**config.mk**
```make
export PLATFORM = sky130hd
export DESIGN_NAME = t1_esf_fbit_gen
export DESIGN_NICKNAME = d
export VERILOG_FILES = /design/src/rtl/t1fg_pkg.sv /design/src/rtl/t1fg_position.sv /design/src/rtl/t1fg_crc6.sv /design/src/rtl/t1fg_insert.sv /design/src/rtl/t1_esf_fbit_gen.sv
export SDC_FILE = /design/constraint.sdc
export NUM_CORES = 1
export LEC_CHECK = 0
export ABC_AREA = 1
export CAP_MARGIN = 20
export CORE_MARGIN = 1.5
export CORE_UTILIZATION = 43
export DETAILED_ROUTE_END_ITERATION = 10
export DONT_BUFFER_PORTS = 1
export SETUP_SLACK_MARGIN = 0.1
export SKIP_LAST_GASP = 1
export SYNTH_ARGS = -nofsm -noshare
export SYNTH_HDL_FRONTEND = slang
export SYNTH_SLANG_ARGS = --single-unit
```
**constraint.sdc**
```tcl
create_clock -name clk -period 4.6 [get_ports clk]
set_clock_uncertainty 0.05 [all_clocks]
set_input_delay 0.46 -clock clk [delete_from_list [all_inputs] [get_ports clk]]
set_output_delay 0.46 -clock clk [all_outputs]
set_load 0.01 [all_outputs]
```
**src/rtl/t1fg_pkg.sv**
```systemverilog
package t1fg_pkg;

    typedef enum logic [1:0] {
        ST_HUNT    = 2'd0,
        ST_FBIT    = 2'd1,
        ST_PAYLOAD = 2'd2
    } pos_state_e;

    localparam int SF_FRAMES = 24;
    localparam int CRC_W     = 6;
    // alignment pattern, MSB belongs to frame 4
    localparam logic [5:0] SYNC_WORD = 6'b001011;

    function automatic logic [CRC_W-1:0] crc6_step(input logic [CRC_W-1:0] r, input logic b);
        logic fb;
        fb = r[CRC_W-1] ^ b;
        return {r[CRC_W-2:0], 1'b0} ^ (fb ? 6'b000011 : 6'b000000);
    endfunction

endpackage

```
**src/rtl/t1fg_position.sv**
```systemverilog
module t1fg_position
    import t1fg_pkg::*;
#(
    parameter int FRAME_BITS = 193,
    parameter int CH_BITS    = 8
) (
    input  logic       clk,
    input  logic       rst_n,
    input  logic       buf_reset,
    input  logic       sof_in,
    output logic       aligned,
    output logic       is_fbit,
    output logic       sf_start,
    output logic       sig_slot,
    output logic [4:0] frame_no
);
    localparam int PW = $clog2(FRAME_BITS);
    localparam int CW = (CH_BITS > 1) ? $clog2(CH_BITS) : 1;
    localparam logic [PW-1:0] LAST_POS = PW'(FRAME_BITS - 1);
    localparam logic [CW-1:0] LAST_CHB = CW'(CH_BITS - 1);

    pos_state_e    state_q, state_d;
    logic [PW-1:0] pos_q, cur_pos;
    logic [4:0]    frm_q, cur_frm;
    logic [CW-1:0] chb_q, cur_chb;
    logic          algn;

    always_ff @(posedge clk or negedge rst_n) begin
        if (!rst_n) begin
            state_q <= ST_HUNT;
            pos_q   <= '0;
            frm_q   <= 5'd1;
            chb_q   <= '0;
        end else if (buf_reset) begin
            state_q <= ST_HUNT;
            pos_q   <= '0;
            frm_q   <= 5'd1;
            chb_q   <= '0;
        end else begin
            state_q <= state_d;
            if (algn) begin
                pos_q <= cur_pos;
                frm_q <= cur_frm;
                chb_q <= cur_chb;
            end
        end
    end

    always_comb begin
        cur_pos = pos_q;
        cur_frm = frm_q;
        cur_chb = chb_q;
        algn    = 1'b0;
        if (sof_in) begin
            cur_pos = '0;
            cur_frm = 5'd1;
            cur_chb = '0;
            algn    = 1'b1;
        end else begin
            unique case (state_q)
                ST_HUNT: algn = 1'b0;
                ST_FBIT: begin
                    algn    = 1'b1;
                    cur_pos = PW'(1);
                    cur_chb = '0;
                end
                ST_PAYLOAD: begin
                    algn = 1'b1;
                    if (pos_q == LAST_POS) begin
                        cur_pos = '0;
                        cur_frm = (frm_q == 5'(SF_FRAMES)) ? 5'd1 : frm_q + 5'd1;
                    end else begin
                        cur_pos = pos_q + PW'(1);
                        cur_chb = (chb_q == LAST_CHB) ? '0 : chb_q + CW'(1);
                    end
                end
                default: algn = 1'b0;
            endcase
        end
        if (buf_reset) algn = 1'b0;

        if (!algn)                state_d = ST_HUNT;
        else if (cur_pos == '0)   state_d = ST_FBIT;
        else                      state_d = ST_PAYLOAD;

        aligned  = algn;
        frame_no = cur_frm;
        is_fbit  = algn && (cur_pos == '0);
        sf_start = is_fbit && (cur_frm == 5'd1);
        sig_slot = algn && (cur_pos != '0) && (cur_chb == LAST_CHB) &&
                   ((cur_frm == 5'd6) || (cur_frm == 5'd12) ||
                    (cur_frm == 5'd18) || (cur_frm == 5'd24));
    end

    AST_FRAME_IN_RANGE: assert property (@(posedge clk) disable iff (!rst_n)
        aligned |-> (frame_no >= 5'd1 && frame_no <= 5'(SF_FRAMES)));
    AST_RESET_TO_HUNT: assert property (@(posedge clk) disable iff (!rst_n)
        buf_reset |=> (state_q == ST_HUNT));

endmodule

```
**src/rtl/t1fg_crc6.sv**
```systemverilog
module t1fg_crc6
    import t1fg_pkg::*;
(
    input  logic             clk,
    input  logic             rst_n,
    input  logic             buf_reset,
    input  logic             aligned,
    input  logic             is_fbit,
    input  logic             sf_start,
    input  logic             bit_val,
    output logic [CRC_W-1:0] crc_word
);
    logic [CRC_W-1:0] acc_q, send_q;

    always_ff @(posedge clk or negedge rst_n) begin
        if (!rst_n) begin
            acc_q  <= '0;
            send_q <= '0;
        end else if (buf_reset) begin
            acc_q  <= '0;
            send_q <= '0;
        end else if (aligned) begin
            if (sf_start) begin
                send_q <= acc_q;
                acc_q  <= crc6_step('0, 1'b1);
            end else begin
                acc_q  <= crc6_step(acc_q, is_fbit ? 1'b1 : bit_val);
            end
        end
    end

    assign crc_word = send_q;

    AST_CRC_CLEARED: assert property (@(posedge clk) disable iff (!rst_n)
        buf_reset |=> (crc_word == '0));
    AST_CRC_HELD: assert property (@(posedge clk) disable iff (!rst_n)
        (!sf_start && !buf_reset) |=> $stable(crc_word));

endmodule

```
**src/rtl/t1fg_insert.sv**
```systemverilog
module t1fg_insert
    import t1fg_pkg::*;
(
    input  logic             clk,
    input  logic             rst_n,
    input  logic             buf_reset,
    input  logic             sd_in,
    input  logic             dl_in,
    input  logic             sig_in,
    input  logic             gen_off,
    input  logic             sync_pass,
    input  logic             crc_pass,
    input  logic             dl_pass,
    input  logic             sig_lock,
    input  logic             aligned,
    input  logic             is_fbit,
    input  logic             sf_start,
    input  logic             sig_slot,
    input  logic [4:0]       frame_no,
    input  logic [CRC_W-1:0] crc_word,
    output logic             bit_sel
);
    logic sig_hold_q;
    logic sync_bit, crc_bit, sig_bit;
    int   sidx, cidx;

    always_ff @(posedge clk or negedge rst_n) begin
        if (!rst_n)         sig_hold_q <= 1'b0;
        else if (buf_reset) sig_hold_q <= 1'b0;
        else if (sf_start)  sig_hold_q <= sig_in;
    end

    always_comb begin
        sidx     = 6 - int'(frame_no[4:2]);
        cidx     = 5 - int'(frame_no[4:2]);
        sync_bit = (sidx >= 0 && sidx <= 5) ? SYNC_WORD[sidx[2:0]] : 1'b0;
        crc_bit  = (cidx >= 0 && cidx <= 5) ? crc_word[cidx[2:0]] : 1'b0;
        sig_bit  = sig_lock ? sig_hold_q : sig_in;
        bit_sel  = sd_in;
        if (aligned && !gen_off) begin
            if (is_fbit) begin
                unique case (frame_no[1:0])
                    2'b00:   bit_sel = sync_pass ? sd_in : sync_bit;
                    2'b10:   bit_sel = crc_pass  ? sd_in : crc_bit;
                    default: bit_sel = dl_pass   ? sd_in : dl_in;
                endcase
            end else if (sig_slot) begin
                bit_sel = sig_bit;
            end
        end
    end

    AST_SIG_HOLD_STABLE: assert property (@(posedge clk) disable iff (!rst_n)
        (!sf_start && !buf_reset) |=> $stable(sig_hold_q));

endmodule

```
**src/rtl/t1_esf_fbit_gen.sv**
```systemverilog
module t1_esf_fbit_gen
    import t1fg_pkg::*;
#(
    parameter int FRAME_BITS = 193,
    parameter int CH_BITS    = 8
) (
    input  logic clk,
    input  logic rst_n,
    input  logic sd_in,
    input  logic sof_in,
    input  logic dl_in,
    input  logic sig_in,
    input  logic ctl_gen_off,
    input  logic ctl_sync_pass,
    input  logic ctl_crc_pass,
    input  logic ctl_dl_pass,
    input  logic ctl_sig_lock,
    input  logic ctl_buf_reset,
    output logic sd_out
);
    logic             aligned, is_fbit, sf_start, sig_slot, bit_sel;
    logic [4:0]       frame_no;
    logic [CRC_W-1:0] crc_word;

    t1fg_position #(.FRAME_BITS(FRAME_BITS), .CH_BITS(CH_BITS)) u_pos (
        .clk(clk), .rst_n(rst_n), .buf_reset(ctl_buf_reset), .sof_in(sof_in),
        .aligned(aligned), .is_fbit(is_fbit), .sf_start(sf_start),
        .sig_slot(sig_slot), .frame_no(frame_no)
    );

    t1fg_crc6 u_crc (
        .clk(clk), .rst_n(rst_n), .buf_reset(ctl_buf_reset), .aligned(aligned),
        .is_fbit(is_fbit), .sf_start(sf_start), .bit_val(bit_sel), .crc_word(crc_word)
    );

    t1fg_insert u_ins (
        .clk(clk), .rst_n(rst_n), .buf_reset(ctl_buf_reset), .sd_in(sd_in),
        .dl_in(dl_in), .sig_in(sig_in), .gen_off(ctl_gen_off),
        .sync_pass(ctl_sync_pass), .crc_pass(ctl_crc_pass), .dl_pass(ctl_dl_pass),
        .sig_lock(ctl_sig_lock), .aligned(aligned), .is_fbit(is_fbit),
        .sf_start(sf_start), .sig_slot(sig_slot), .frame_no(frame_no),
        .crc_word(crc_word), .bit_sel(bit_sel)
    );

    always_ff @(posedge clk or negedge rst_n) begin
        if (!rst_n)             sd_out <= 1'b0;
        else if (ctl_buf_reset) sd_out <= 1'b0;
        else                    sd_out <= bit_sel;
    end

    AST_GEN_OFF_TRANSPARENT: assert property (@(posedge clk) disable iff (!rst_n)
        (ctl_gen_off && !ctl_buf_reset) |=> (sd_out == $past(sd_in)));
    AST_PAYLOAD_PASS: assert property (@(posedge clk) disable iff (!rst_n)
        (aligned && !is_fbit && !sig_slot && !ctl_buf_reset) |=> (sd_out == $past(sd_in)));
    AST_BUF_RESET_ZERO: assert property (@(posedge clk) disable iff (!rst_n)
        ctl_buf_reset |=> !sd_out);

endmodule

```
==> key figures <==
Global routing
  – Vias in the first global route: 1961
  – Wire length of the first global-routing pass: 9310 µm
  – Largest net degree at the start of global routing: 33
  – Overall fraction of global-route tracks in use: 19.6%
  – Initial antenna violation count: 0
  – Global route overflow: 0

Placed design
  – Final HPWL from detailed placement: 4030 µm
  – Placed cell count: 409
  – RD Place Congestion: 0.868
  – Buffers added on ports: 0

Clocking
  – Clock root buffer: sky130_fd_sc_hd__clkbuf_8
  – Setup fix buffers added after clock tree synthesis: 0
  – Clock tree from TritonCTS: built
  – Clock network latency to the later pin of the worst-skew pair: 0.29 ns
  – Maximum buffer depth of the clock tree: 2
  – Worst-path clk slew: 0.07 ns
  – Clock H-tree levels: 2
  – CTS Sinks: 32
  – Resized cells post-CTS: 0
  – Inserted Clock Buffers: 5
  – Number of hold buffers added after cts: 2

Timing
  – Hold Vio Cnt, Final: 0
  – Hold slack final: 0.178 ns
  – Setup repair after global routing missed its margin: false
  – Final number of max-transition violations: 0
  – Final setup vio count: 0
  – Sum Neg Setup Slack: 0 ns
  – Top achievable clock speed: 0.331 GHz
  – Final cycle utilization of the critical path: 65.6%
  – Final worst path period need: 3.02 ns
  – Worst slew margin relative to its limit: 73.6%
  – Transition at the pin with the smallest max-transition slack: 0.396 ns

Setup path
  – Worst endpoint data arrival time: 3.14 ns
  – Kind of start point of the critical path: register
  – WP data required: 4.73 ns
  – FF-to-FF End: u_crc.acc_q[1]
  – Most numerous cell on the critical path: sky130_fd_sc_hd__nand2_1
  – Flop-to-flop setup slack: 1.58 ns
  – CP max stage cell: sky130_fd_sc_hd__dfstp_2
  – Type of element capturing the critical path: register
  – Number of cell instances on the worst register-to-register path: 24
  – Crit path cell chain: inv_1 -> ha_1 -> nand2_1 -> inv_1 -> nand2_1 -> nand3_1 -> nand2_1 -> nand2_1 -> nand2_1 -> nand2_1 -> ha_1 -> inv_1 -> a21oi_1 -> nand2_1 -> nand2_1 -> nand2_1 -> nand2_1 -> nand2_1 -> nand3_2 -> nand2_2 -> nand3_1 -> nand3_1 -> nand3_1 -> nand2_1
  – Start-to-end type of the worst setup path: reg2reg
  – Critical path fanouts, max: 12
  – Critical R2R Launch: u_pos.frm_q[0]
  – Biggest cell delay along the critical path: 0.58 ns
  – Last element of the critical path: u_crc.acc_q[1]
  – Worst setup startpoint: u_pos.frm_q[0]

Yosys
  – Count of synthesis-stage warnings from yosys: 0
  – Mean instance size in the synthesized netlist: 6.69 µm²
  – Share of synthesized area occupied by flip-flops and latches: 34.6%
  – Leading area contributor after synthesis: sky130_fd_sc_hd__dfrtp_1
  – Post-synth top area share: 33.4%
  – Gate count of the mapped netlist: 347
  – Synthesized area: 2320 µm²
  – Number of flip-flops and latches in the synthesized netlist: 32
  – Post-synth net total: 369
  – Number of unique standard cell types used by synthesis: 34
  – Cell with the most instances after synthesis: sky130_fd_sc_hd__nand2_1
  – Async set or reset register ratio after synthesis: 100%
  – Ys flop type: sky130_fd_sc_hd__dfrtp_1
  – Count of flip-flops with a built-in enable after synthesis: 0
  – Leading cell types by count after synthesis: 98 x sky130_fd_sc_hd__nand2_1, 51 x sky130_fd_sc_hd__inv_1, 39 x sky130_fd_sc_hd__nor2_1
  – Top post-synthesis cells by area: sky130_fd_sc_hd__dfrtp_1 33%, sky130_fd_sc_hd__nand2_1 16%, sky130_fd_sc_hd__inv_1 8.2%

Die
  – I/O Pins: 13
  – Area of the core: 5140 µm²
  – Number of placement rows: 26
  – Total die area: 5850 µm²
  – Die height: 76.5 µm
  – Initial cell density of the core: 45.2%
  – Die Wd: 76.5 µm

Layout
  – Total number of nets in the final design: 370
  – Area growth syn-to-layout: 7.44%
  – Diode count: 0
  – Post-route insts no fill: 419
  – Fraction of final layout cells with drive strength greater than 1: 9.46%

Pwr
  – Total power density per cell area: 263 nW/µm²
  – Total power of the final layout: 656 µW
  – P_leak: 1.23 nW
  – Worst VDD drop: 0.136 mV

Detailed routing
  – Detailed-route via count: 2122
  – Count of nets left with antenna violations after detail routing: 0
  – Routed WL per cell: 12.8 µm
  – Detailed Route WL: 5370 µm
  – DRC violation count after routing: 0
  – Detailed-route vias per instance: 5.06
  – First-pass DRT Iterations: 4
  – Violation count after the first detailed-route iteration: 142

Status
  – Result of the run: finished clean

Flow run
  – Max capacitance violation total: 0

Hold path
  – Class of the tightest hold or removal check: in2reg
[report_power, final]
part | leakage [nW] | internal (mW) | switching (mW)
clock network | 0.0434 | 0.121 | 0.113
registers | 0.433 | 0.297 | 0.00688
logic | 0.751 | 0.0377 | 0.0806
total | 1.23 | 0.456 | 0.200
[final cells by class]
type / count / area [µm²]
clock buffer: 6 / 82.6
clock inverter: 2 / 15.0
fill: 553 / 2650
inverter: 57 / 216
multi-input combinational: 250 / 1260
sequential: 32 / 802
tap: 70 / 87.6
timing repair buffer: 2 / 30.0
[flip-flops by register name (all words and copies together) (netlist names)]
| register | flops |
|---|---|
| u_pos.chb_q | 3 |
| u_ins.sig_hold_q | 1 |
| sd_out | 1 |
| u_pos.state_q | 2 |
| u_crc.acc_q | 6 |
| u_pos.pos_q | 8 |
| u_pos.frm_q | 5 |
| u_crc.crc_word | 6 |
[kinds of logic after synthesis]
logic type      share of synthesized area [%]
flops                                    34.6
compound gates                           10.6
mux                                     0.431
simple gates                             37.8
fa+ha+maj                                5.39
buf+inv                                  11.2
[worst max-delay path: cells and delay by family (launching register included)]
kind | cells | cell delay (ns)
compound gates | 1 | 0.14
fa+ha+maj | 2 | 0.59
buf+inv | 3 | 0.15
flops | 1 | 0.58
simple gates | 18 | 1.40
[worst min path at each step]
stage | end | start | depth (start not counted)
floorplan | sd_out | rst_n | 0
global placement | sd_out | rst_n | 0
detailed placement | sd_out | rst_n | 0
CTS | u_pos.pos_q[3] | ctl_buf_reset | 1
global route | u_pos.pos_q[3] | ctl_buf_reset | 1
finish | u_pos.pos_q[6] | ctl_buf_reset | 1
[routing by layer]
metal,GRT usage [%],wire [µm]
met5,0,0
met4,6.30,80
met3,3.95,236
met2,30.4,2450
met1,27.5,2600
[cell usage in the layout (no fill, tap or decap)]
| cell | instances |
|---|---|
| sky130_fd_sc_hd__dfrtp_1 | 31 |
| sky130_fd_sc_hd__o32ai_1 | 3 |
| sky130_fd_sc_hd__nor2_2 | 7 |
| sky130_fd_sc_hd__nand3b_1 | 2 |
| sky130_fd_sc_hd__mux2i_1 | 1 |
| sky130_fd_sc_hd__o21bai_1 | 1 |
| sky130_fd_sc_hd__inv_4 | 1 |
| sky130_fd_sc_hd__nand4_1 | 7 |
| sky130_fd_sc_hd__o21ai_1 | 1 |
| sky130_fd_sc_hd__nand2_1 | 98 |
| sky130_fd_sc_hd__ha_1 | 10 |
| sky130_fd_sc_hd__dlygate4sd3_1 | 1 |
| sky130_fd_sc_hd__buf_12 | 1 |
| sky130_fd_sc_hd__o21ai_0 | 6 |
| sky130_fd_sc_hd__nor2b_1 | 1 |
| sky130_fd_sc_hd__inv_2 | 3 |
| sky130_fd_sc_hd__o21a_1 | 1 |
| sky130_fd_sc_hd__nand3_1 | 32 |
| sky130_fd_sc_hd__nand2_2 | 7 |
| sky130_fd_sc_hd__and2_4 | 1 |
| sky130_fd_sc_hd__inv_1 | 51 |
| sky130_fd_sc_hd__clkinvlp_4 | 2 |
| sky130_fd_sc_hd__o211ai_1 | 3 |
| sky130_fd_sc_hd__or2_1 | 1 |
| sky130_fd_sc_hd__nor2_4 | 1 |
| sky130_fd_sc_hd__a22oi_1 | 1 |
| sky130_fd_sc_hd__nor3_1 | 1 |
| sky130_fd_sc_hd__clkinv_1 | 2 |
| sky130_fd_sc_hd__nor2_1 | 39 |
| sky130_fd_sc_hd__a21oi_2 | 1 |
| sky130_fd_sc_hd__clkbuf_8 | 6 |
| sky130_fd_sc_hd__dfstp_2 | 1 |
| sky130_fd_sc_hd__a21oi_1 | 10 |
| sky130_fd_sc_hd__o22ai_1 | 13 |
| sky130_fd_sc_hd__nand3_2 | 2 |
[stage by stage]
| stage | instance area [µm²] | setup WS [ns] | util, % |
|---|---|---|---|
| global placement | 2370 | 1.64 | 46.0 |
| global route | 2490 | 1.26 | 48.5 |
| CTS | 2490 | 1.58 | 48.5 |
| detailed placement | 2370 | 1.59 | 46.0 |
| finish | 2490 | 1.58 | 48.5 |
| floorplan | 2320 | 1.96 | - |
Note: power is estimated with default switching activity, not from simulation.
